File: src/rtl/pstate_pkg.sv
package pstate_pkg;
  typedef enum logic [2:0] {
    ST_NORMAL = 3'd0,
    ST_AHALT  = 3'd1,
    ST_STOPG  = 3'd2,
    ST_QUICK  = 3'd3,
    ST_SNOOP  = 3'd4,
    ST_SLEEP  = 3'd5,
    ST_DEEP   = 3'd6
  } pstate_e;

  function automatic int max_of(input int a, input int b);
    return (a > b) ? a : b;
  endfunction
endpackage

File: src/rtl/pstate_timer.sv
module pstate_timer #(
  parameter int CW = 5
) (
  input  logic          clk,
  input  logic          clr,
  input  logic          start,
  input  logic          step,
  input  logic [CW-1:0] load,
  output logic          busy,
  output logic          done
);
  logic [CW-1:0] cnt_q;
  logic          busy_q;

  always_ff @(posedge clk) begin
    if (clr) begin
      busy_q <= 1'b0;
      cnt_q  <= '0;
    end else if (start && !busy_q) begin
      busy_q <= 1'b1;
      cnt_q  <= load;
    end else if (busy_q && step) begin
      cnt_q  <= cnt_q - 1'b1;
    end
  end

  assign busy = busy_q;
  assign done = busy_q && step && (cnt_q == CW'(1));
endmodule

File: src/rtl/pstate_guard.sv
module pstate_guard
  import pstate_pkg::*;
#(
  parameter int WW = 4
) (
  input  logic          clk,
  input  logic          rst,
  input  pstate_e       state,
  input  logic [WW-1:0] watched,
  output logic          err
);
  logic [WW-1:0] prev_q;
  logic          quiet;

  assign quiet = (state == ST_SLEEP) || (state == ST_DEEP);

  always_ff @(posedge clk) begin
    prev_q <= watched;
    if (rst) begin
      if (state == ST_DEEP) err <= 1'b1;
      else                  err <= 1'b0;
    end else if (quiet && (watched != prev_q)) begin
      err <= 1'b1;
    end
  end
endmodule

File: src/rtl/pstate_ctrl.sv
module pstate_ctrl
  import pstate_pkg::*;
#(
  parameter int AH_EXIT_CLKS  = 10,
  parameter int SG_EXIT_CLKS  = 10,
  parameter int QS_EXIT_CLKS  = 8,
  parameter int SL_EXIT_CLKS  = 10,
  parameter int SNP_EXIT_CLKS = 3,
  parameter int RELOCK_TICKS  = 30
) (
  input  logic       clk,
  input  logic       rst,
  input  logic       halt_req,
  input  logic       stop_req_n,
  input  logic       sleep_req_n,
  input  logic       snoop_req,
  input  logic       bus_clk_ok,
  input  logic       us_tick,
  input  logic       quick_mode,
  output logic [2:0] state_code,
  output logic       snoop_ok,
  output logic       core_clk_en,
  output logic       input_err,
  output logic       wake_done
);
  localparam int MAXLAT = max_of(max_of(max_of(AH_EXIT_CLKS, SG_EXIT_CLKS),
                                        max_of(QS_EXIT_CLKS, SL_EXIT_CLKS)),
                                 max_of(SNP_EXIT_CLKS, RELOCK_TICKS));
  localparam int CW = $clog2(MAXLAT + 1);
  localparam int WW = 4;

  pstate_e       state_q, nxt, ret_q, nxt_ret;
  logic          t_start, t_step, t_busy, t_done, t_clr, rst_clr;
  logic [CW-1:0] t_load;

  // reset is honoured everywhere except in Deep Sleep
  always_comb begin
    rst_clr = rst;
    if (state_q == ST_DEEP) rst_clr = 1'b0;
  end

  always_comb begin
    nxt     = state_q;
    nxt_ret = ret_q;
    t_start = 1'b0;
    t_step  = 1'b1;
    t_load  = '0;
    case (state_q)
      ST_NORMAL: begin
        if (!stop_req_n) nxt = quick_mode ? ST_QUICK : ST_STOPG;
        else if (halt_req) nxt = ST_AHALT;
      end
      ST_AHALT: begin
        if (t_busy) begin
          if (t_done) nxt = ST_NORMAL;
        end else if (snoop_req) begin
          nxt = ST_SNOOP; nxt_ret = ST_AHALT;
        end else if (!halt_req) begin
          t_start = 1'b1; t_load = CW'(AH_EXIT_CLKS);
        end
      end
      ST_STOPG: begin
        if (t_busy) begin
          if (t_done) nxt = ST_NORMAL;
        end else if (!sleep_req_n) begin
          nxt = ST_SLEEP;
        end else if (snoop_req) begin
          nxt = ST_SNOOP; nxt_ret = ST_STOPG;
        end else if (stop_req_n) begin
          t_start = 1'b1; t_load = CW'(SG_EXIT_CLKS);
        end
      end
      ST_QUICK: begin
        if (t_busy) begin
          if (t_done) nxt = ST_NORMAL;
        end else if (!bus_clk_ok) begin
          nxt = ST_DEEP; nxt_ret = ST_QUICK;
        end else if (snoop_req) begin
          nxt = ST_SNOOP; nxt_ret = ST_QUICK;
        end else if (stop_req_n) begin
          t_start = 1'b1; t_load = CW'(QS_EXIT_CLKS);
        end
      end
      ST_SNOOP: begin
        if (t_busy) begin
          if (t_done) nxt = ret_q;
        end else if (!snoop_req) begin
          t_start = 1'b1; t_load = CW'(SNP_EXIT_CLKS);
        end
      end
      ST_SLEEP: begin
        if (t_busy) begin
          if (t_done) nxt = ST_STOPG;
        end else if (!bus_clk_ok) begin
          nxt = ST_DEEP; nxt_ret = ST_SLEEP;
        end else if (sleep_req_n) begin
          t_start = 1'b1; t_load = CW'(SL_EXIT_CLKS);
        end
      end
      ST_DEEP: begin
        t_step = us_tick;
        if (t_busy) begin
          if (t_done) nxt = ret_q;
        end else if (bus_clk_ok) begin
          t_start = 1'b1; t_load = CW'(RELOCK_TICKS);
        end
        if (rst) begin
          nxt = ST_DEEP; t_start = 1'b0; t_step = 1'b0;
        end
      end
      default: nxt = ST_NORMAL;
    endcase
  end

  assign t_clr = rst_clr || (nxt != state_q);

  pstate_timer #(.CW(CW)) u_timer (
    .clk   (clk),
    .clr   (t_clr),
    .start (t_start),
    .step  (t_step),
    .load  (t_load),
    .busy  (t_busy),
    .done  (t_done)
  );

  pstate_guard #(.WW(WW)) u_guard (
    .clk     (clk),
    .rst     (rst),
    .state   (state_q),
    .watched ({halt_req, stop_req_n, snoop_req, quick_mode}),
    .err     (input_err)
  );

  always_ff @(posedge clk) begin
    if (rst_clr) begin
      state_q     <= ST_NORMAL;
      ret_q       <= ST_NORMAL;
      snoop_ok    <= 1'b1;
      core_clk_en <= 1'b1;
      wake_done   <= 1'b0;
    end else begin
      state_q     <= nxt;
      ret_q       <= nxt_ret;
      snoop_ok    <= !((nxt == ST_SLEEP) || (nxt == ST_DEEP));
      core_clk_en <= (nxt == ST_NORMAL);
      wake_done   <= (nxt == ST_NORMAL) && (state_q != ST_NORMAL);
    end
  end

  assign state_code = state_q;
endmodule

File: config.mk
export PLATFORM = sky130hd
export DESIGN_NAME = pstate_ctrl
export DESIGN_NICKNAME = d
export VERILOG_FILES = /design/src/rtl/pstate_pkg.sv /design/src/rtl/pstate_timer.sv /design/src/rtl/pstate_guard.sv /design/src/rtl/pstate_ctrl.sv
export SDC_FILE = /design/constraint.sdc
export NUM_CORES = 1
export LEC_CHECK = 0
export ABC_AREA = 0
export BUFFER_PORTS_ARGS = -buffer_cell sky130_fd_sc_hd__buf_2
export CORE_MARGIN = 5
export CORE_UTILIZATION = 55
export DETAILED_ROUTE_END_ITERATION = 10
export GPL_ROUTABILITY_DRIVEN = 0
export PLACE_DENSITY = 0.72
export SLEW_MARGIN = 15
export SYNTH_ARGS = -nofsm -noshare
export SYNTH_HDL_FRONTEND = slang
export SYNTH_SLANG_ARGS = --single-unit
export TNS_END_PERCENT = 50
File: constraint.sdc
create_clock -name clk -period 3.4 [get_ports clk]
set_clock_uncertainty 0.1 [all_clocks]
set_input_delay 0.68 -clock clk [delete_from_list [all_inputs] [get_ports clk]]
set_output_delay 0.68 -clock clk [all_outputs]
set_load 0.1 [all_outputs]
Word level (Yosys, flattened, before mapping)
Index checks and enable logic that the tools add are counted.

cells by class
  equality and inequality tests = 20
  reduce and logical (&&, ||, !) cells = 17
  add/subtract/negate cells = 1
  mux-type cells = 73

operators by type and width
  operator             number
  $mux 3               25
  $mux 4               14
  $pmux 5 s6           1
  $mux 1               24
  $pmux 3 s7           1
  $mux 5               4
  $ne 2x2->1 const B   8
  $eq 3x3->1 const B   5
  $pmux 3 s4           1
  $reduce_and 10->1    1
  $eq 3x2->1 const B   2
  $logic_not 3->1      2
  $pmux 1 s6           1
  $eq 5x1->1 const B   1
  $logic_and 1x1->1    5
  $sub 5x1->5 const B  1
  $mux 2               2
  $ne 4x4->1           1
  $reduce_bool 2->1    2
  $reduce_bool 4->1    1
  $eq 3x1->1 const B   1
  $logic_or 1x1->1     3
  $ne 3x3->1           1
  $ne 3x3->1 const B   1
  other kinds (2)      3

storage, ports and cells
  flip-flop bits (word level) = 20
  output and inout bits = 7
  input bits = 9
  logic and storage cells = 120

Depth between registers and ports, before layout
Gate-level depths: netlist (run 1).

  depth in word-level cells = 11
  gate-level depth with buffers = 8
  gate-level depth less buffers = 8

Cells and area by module
Synthesis (run 1) repeated with hierarchy kept, for this count alone.

second synthesis, totals
  cells, all modules = 168
  area, all modules = 1418.9 um2

by module, submodules not included
  module        cells each  instances  area an instance (um2)  seq. area each (um2)
  pstate_ctrl   117         1          899.6                   180.2
  pstate_timer  37          1          341.6                   120.1
  pstate_guard  14          1          177.7                   110.1

Worst setup path before layout (run 1)
Ideal clock, no wire load.

  path type = register -> register
  from = register state_q[2] (netlist: state_code[2])
  to = register u_timer.cnt_q[1]
  cell stages (with the launch flop) = 8
  library setup time = 0.078 ns
  path slack = 0.550 ns
  buffers on the path = 1
  required time = 3.222 ns
  data arrival time = 2.672 ns
  period minus slack after synthesis = 2.850 ns
  cells stage by stage = dfxtp_1 buf_6 nor3b_1 a22oi_1 o32a_1 o211a_1 a2111o_1 nor3_1

on the way
  cells in the longest elaborated chain, start to end = 10
  elaborated cells between the ends (all ways) = 34
  those cells by class = eq/ne (7); mux (21); reduce/logical (6)

ends and longest elaborated chain
  what                      line                                    source
  start: declaration        pstate_ctrl.sv:32                       pstate_e state_q, nxt, ret_q, nxt_ret;
  start signal: assignment  pstate_ctrl.sv:143                      state_q <= nxt;
  $eq 3x3->1                pstate_ctrl.sv:39, pstate_ctrl.sv:48
  $mux 1                    pstate_ctrl.sv:48                       case (state_q)
  $logic_and 1x1->1         pstate_timer.sv:22, pstate_timer.sv:28
  $logic_and 1x1->1         pstate_timer.sv:28                      assign done = busy_q && step && (cnt_q == CW'(1));
  $mux 3                    pstate_ctrl.sv:86, pstate_ctrl.sv:103
  $mux 3                    pstate_ctrl.sv:85                       if (t_busy) begin
  $mux 3                    pstate_ctrl.sv:107                      if (rst) begin
  $pmux 3 s7                pstate_ctrl.sv:48
  $ne 3x3->1                pstate_ctrl.sv:115                      assign t_clr = rst_clr || (nxt != state_q);
  $logic_or 1x1->1          pstate_ctrl.sv:115
  end signal: assignment    pstate_timer.sv:21                      cnt_q <= load;
  end signal: assignment    pstate_timer.sv:23                      cnt_q <= cnt_q - 1'b1;
  end: declaration          pstate_timer.sv:12                      logic [CW-1:0] cnt_q;

Parallel ways exist; a longest one is shown, timed or not.
A chain may end at the register's enable or synchronous reset.

Final worst setup path (run 1)
  from = register state_q[1] (netlist: state_code[1])
  to = register u_timer.cnt_q[4]

Same word-level chain as after synthesis.

==> results.ini, run 1 <==
[critical_path]
critical_path.slowest_cell=dfxtp_1
crit_chain=nor3b_1, a22oi_1, o32a_1, o211a_1, a2111o_1, nor3_1
arrival_ns=2.74
cp_max_fo=18
cp.required_ns=3.52
start_kind=flop
end_kind=flop
critPathKind=flop to flop
slowest_delay_ns=0.54

[synth]
yosysSeqAreaShare_pct=27.7
yosysTopAreaCell=dfxtp_1
synth_enable_flop_cells=1
synth_top_family_by_area=compound AO/OA/AOI/OAI gates
synth_fa_ha_area_share_pct=1.69
synth_area_leaders=dfxtp_1 26%, a21oi_1 5.4%, xnor2_1 4.1%, nor2_1 3.5%, nand2_1 3.3%
netlist_instances=179
synthTopCellsByCount=19 x dfxtp_1, 16 x a21oi_1, 14 x nor2_1
synth_compound_area_share_pct=31.7
yosysMostFrequentCell=dfxtp_1
synth_mux_area_share_pct=1.35
async_flop_share_pct=0
syn-cell-area_mm2=0.00148
synth_xor_area_share_pct=5.31
ys_types=63
synth_top_flop_cell=dfxtp_1
yosys_warnings=0
ys_ff_latch=20
synth-simple-area-share_pct=25.6
syn_nets=190
yosys.area.top_type_share_pct=25.6
syn_avg_cell_area_um2=8.29

[cts]
post-cts-setup-buffer-count=0
h-tree-depth=1
hold_buffers=0
cts-root-buf=clkbuf_4
clk_path_buf_depth=2
numCtsBuffers=3
insertion_delay_ns=0.30
clk_pin_slew_ns=0.11
cts_tree=done
cts_num_sinks=20
ctsResizeCount=0

[grt]
antenna_found_initial=0
grt_pass1_vias=1275
grt_util_met3_pct=5.17
grtUsageTotal_pct=20.8
top_usage_layer=met2
grt_start_max_net_pins=29
met2_usage_pct=32.4
grt_pass1_wl_um=6030
grt_overflow=0
use_met1_pct=28.5

[timing]
setup_violations=0
rsz0062_at_grt=false
fin_tns_setup_ns=0
post-route-period-util_pct=77.2
slew_violations=0
hold_viol_final=0
period_needed_ns=2.62
relSlewSlack_pct=54.8
worst_pin_slew_ns=0.678
fmax_ghz=0.381

[final_layout]
antenna_cells=0
nFillCells=226
area_delta_synth_final_pct=5.99
final_area_mm2=0.00157
multi_input_area_um2=975
fin_nets=202
drive_above_1_share_pct=17.9
seqCellArea_um2=410

[floorplan]
initial_core_util_pct=58.8
die_w_um=61.9
rows=18
die_y_um=61.9
top_level_ports=16
core_area_mm2=0.00252
fp.dieArea_mm2=0.00384

[power_and_ir_drop]
sequentialPowerShare_pct=25.1
power.switching_uw=775
power.density_mw_per_mm2=895
p_int_uw=632
p_clk_share_pct=8.1
power_leakage_uw=0.000565
swShare_pct=55.1
ir_drop_uv=703
combPwrFrac_pct=66.7

[route]
avgRoutedWirePerCell_um=16.3
drc=0
first_iter_violations=101
viasPerCell=6.54
vias=1438
wirelength_um=3580
first_pass_iters=5
antenna_left=0

[placed_design]
port_buffers=15
place_hpwl_um=2620
placed_cell_area_mm2=0.00155

[run_status]
outcome=finished clean

[worst_hold_path]
min_path_type=flop to flop

[run]
max_cap_violations=0

## critical path, delay by kind of cell (launching register included)
kind / cells / cell delay, ns
AOI/OAI and AO/OA: 4 / 1.15
and+or+nand+nor: 2 / 0.75
DFF: 1 / 0.54
## flip-flops by register name (all words and copies together) (netlist names)
name            cells
core_clk_en         1
ret_q               3
snoop_ok            1
state_code          3
u_guard.err         1
u_guard.prev_q      4
u_timer.busy        1
u_timer.cnt_q       5
wake_done           1
## cell families after synthesis
family,Yosys count
and+or+nand+nor,68
AOI/OAI and AO/OA,60
DFF,20
buffers and inverters,18
xor gates and xnor gates,9
muxes,2
adders and majority gates,2
## through the flow
step / util [%] / cells / total power [uW] / setup WS (ns) / hold slack, ns
global route: 62.4 / 220 / 1500 / 0.531 / 0.411
detailed placement: 61.3 / 216 / 1280 / 0.738 / 0.380
global placement: 61.3 / 216 / 1280 / 0.822 / 0.371
CTS: 62.4 / 220 / 1400 / 0.803 / 0.398
floorplan: - / 179 / 1150 / 0.550 / 0.353
finish: 62.4 / 220 / 1410 / 0.776 / 0.402
## layer usage
| layer | share of wire [%] | vias to the layer above |
|---|---|---|
| met5 | 0 | - |
| met4 | 0.64 | 0 |
| met3 | 7.4 | 6 |
| met2 | 46 | 72 |
| met1 | 45 | 670 |
| li1 | - | 690 |
## power groups by stage
stage / Combinational (uW) / Sequential [uW] / Clock, uW
after CTS: 927 / 351 / 120
after floorplan: 590 / 558 / 0
after global routing: 1010 / 361 / 130
after detailed placement: 923 / 357 / 0
final: 939 / 354 / 114
after global placement: 921 / 354 / 0
## layout make-up
type                            instances  area share [%]
Clock buffer                            4            1.67
Multi-Input combinational cell        141            62.0
Timing Repair Buffer                   18            6.21
Tap cell                               30            2.39
Inverter                                7            1.67
Sequential cell                        20            26.1
## layout by cell type, fill, tap and decap left out, drive strengths merged, types with 2 or more instances in the layout
cell type,synthesis,final
or4b,2,2
nand3,3,3
nand2b,5,5
a31oi,2,2
xnor2,7,7
o21a,2,2
dfxtp,19,19
inv,7,7
a21oi,16,16
or3,2,2
o21ai,10,10
o31ai,2,2
o22ai,2,2
xor2,2,2
nor3,9,9
nor3b,2,2
a21o,2,2
ha,2,2
a311oi,2,2
clkbuf,3,4
nor2b,3,3
a32oi,2,2
mux2i,2,2
nor2,14,14
nor4,3,3
a211oi,3,3
nand2,13,13
and2,4,4
buf,8,18
## worst paths after layout
check                start                to  slack, ns  cells past startpoint
max          state_code[1]  u_timer.cnt_q[4]       0.78                      6
min               ret_q[0]          ret_q[0]       0.40                      2
max reg2reg  state_code[1]  u_timer.cnt_q[4]       0.78                      6
min reg2reg       ret_q[0]          ret_q[0]       0.40                      2
Power figures use the tool's default switching activity.
==> run 2, diff against run 1 <==
- clock period: 3.4 -> 2.5 ns (I/O delays scaled with it)
==> results.ini, run 2 (same netlist as run 1, synthesis figures left out) <==
[critical_path]
cp.required_ns=2.60  ; -0.92 ns
r2r_start=u_timer.cnt_q[0]
cp_max_fo=5  ; -13
crit_end=snoop_ok
crit_start=u_timer.cnt_q[0]
arrival_ns=2.46  ; -0.28 ns
end_kind=flop
start_kind=flop
critPathKind=flop to flop
r2r-end=snoop_ok
ff2ff_path_depth=7  ; +1
r2r_setup_slack_ns=0.13  ; -0.64 ns

[power_and_ir_drop]
ir_drop_uv=1180  ; +68%
power_leakage_uw=0.000603  ; +6.7%
p_int_uw=901  ; +43%
combPwrFrac_pct=66.4  ; -0.3 points
power.switching_uw=1100  ; +42%
p_clk_share_pct=8.1  ; about the same
power.density_mw_per_mm2=1210  ; +36%
post-layout-total-power_uw=2000  ; +42%
sequentialPowerShare_pct=25.5  ; +0.4 points
swShare_pct=54.9  ; -0.15 points

[placed_design]
port_buffers=15  ; unchanged
placed_cell_area_mm2=0.00160  ; +3.3%
place_hpwl_um=2940  ; +12%

[grt]
grt_start_max_net_pins=17  ; -41%
grt_pass1_wl_um=6430  ; +6.6%
grtUsageTotal_pct=22.4  ; +1.6 points
antenna_found_initial=0  ; unchanged
grt_overflow=0  ; unchanged
grt_pass1_vias=1332  ; +4.5%

[run]
max_cap_violations=0  ; unchanged

[timing]
relSlewSlack_pct=61.3  ; +6.6 points
post-route-period-util_pct=94.7  ; +17 points
setup_violations=0  ; unchanged
period_needed_ns=2.37  ; -0.257 ns
fmax_ghz=0.422  ; +11%
hold_viol_final=0  ; unchanged
slew_violations=0  ; unchanged
worst_pin_slew_ns=0.579  ; -0.0988 ns

[cts]
cts_num_sinks=20  ; unchanged
cts_tree=done
cts-root-buf=clkbuf_4
h-tree-depth=1  ; unchanged
hold_buffers=0  ; unchanged
clk_path_buf_depth=2  ; unchanged
insertion_delay_ns=0.30  ; about the same
clk_pin_slew_ns=0.11  ; about the same
numCtsBuffers=3  ; unchanged

[route]
first_iter_violations=81  ; -20%
viasPerCell=6.63  ; +1.5%
drc=0  ; unchanged
avgRoutedWirePerCell_um=17.2  ; +6.0%
wirelength_um=3910  ; +9.4%
antenna_left=0  ; unchanged
first_pass_iters=4  ; -1
vias=1506  ; +4.7%

[floorplan]
die_w_um=61.9  ; unchanged
die_y_um=61.9  ; unchanged
top_level_ports=16  ; unchanged
fp.dieArea_mm2=0.00384  ; unchanged
core_area_mm2=0.00252  ; unchanged
initial_core_util_pct=58.8  ; unchanged
rows=18  ; unchanged

[final_layout]
top_regs=u_timer.cnt_q: 5 flops, u_guard.prev_q: 4 flops
final_area_mm2=0.00165  ; +4.8%
drive_above_1_share_pct=22.3  ; +4.4 points
fin_nets=209  ; +3.5%
largest_reg_flops=5  ; unchanged
mostFrequentLayoutCells=16 x a21oi_1, 16 x dfxtp_1, 15 x buf_2
antenna_cells=0  ; unchanged
utilization_pct=65.3  ; +3.0 points
area_delta_synth_final_pct=11.0
largest-register=u_timer.cnt_q

[worst_hold_path]
min_path_type=input pin to flop

[run_status]
outcome=finished clean

[run 2: changes by cell type in the layout (fill, tap and decap cells not counted), sizes merged]
| cell | change |
|---|---|
| buf | +7 |
[run 2: critical path, stage by stage, from the launching register on]
cell	delay [ns]
dfxtp_1	0.42
ha_1	0.19
or4b_4	0.50
a311oi_4	0.31
a41oi_1	0.18
a21bo_4	0.21
xnor2_1	0.06
or3_1	0.30
[run 2: cell type report]
type / count / area, um^2
inverter: 7 / 26.3
multi-input combinational: 141 / 991
sequential: 20 / 417
timing repair buffer: 25 / 150
fill: 224 / 875
tap: 30 / 37.5
clock buffer: 4 / 26.3
[run 2: stage by stage]
step	setup TNS, ns	setup WS, ns	hold slack, ns	instances
after global placement	0	0.160	0.385	222
after global routing	-0.0204	-0.0130	0.216	227
final	0	0.133	0.229	227
after detailed placement	0	0.0682	0.394	222
after floorplan	0	0.134	0.353	179
after CTS	0	0.0406	0.223	226
[run 2: routing by layer]
metal / track usage, % / up-vias / wire length [um]
li1: - / 704 / -
met1: 31.2 / 701 / 1660
met2: 34.5 / 87 / 1770
met3: 3.51 / 14 / 381
met4: 8.79 / 0 / 102
met5: 0 / - / 0
[run 2: worst min-delay path by stage]
| stage | startpoint | endpoint | depth (start not counted) |
|---|---|---|---|
| detailed placement | ret_q[0] | ret_q[0] | 2 |
| CTS | quick_mode | u_guard.prev_q[0] | 1 |
| global route | quick_mode | u_guard.prev_q[0] | 1 |
| floorplan | ret_q[2] | ret_q[2] | 2 |
| global placement | ret_q[0] | ret_q[0] | 2 |
| finish | quick_mode | u_guard.prev_q[0] | 1 |
[run 2: repair_timing]
action                                  CTS  global route
hold endpoints to repair                  0             0
gates resized for setup                   0             2
endpoints found under the setup margin    0             7
buffers inserted                          0             1
[run 2: power by group through the flow]
stage          Sequential, uW  Combinational [uW]  Clock [uW]
2_1_floorplan             769                 801           0
4_1_cts                   502                1290         166
5_1_grt                   521                1420         180
3_3_place_gp              506                1270           0
6_report                  510                1330         163
3_5_place_dp              509                1290           0
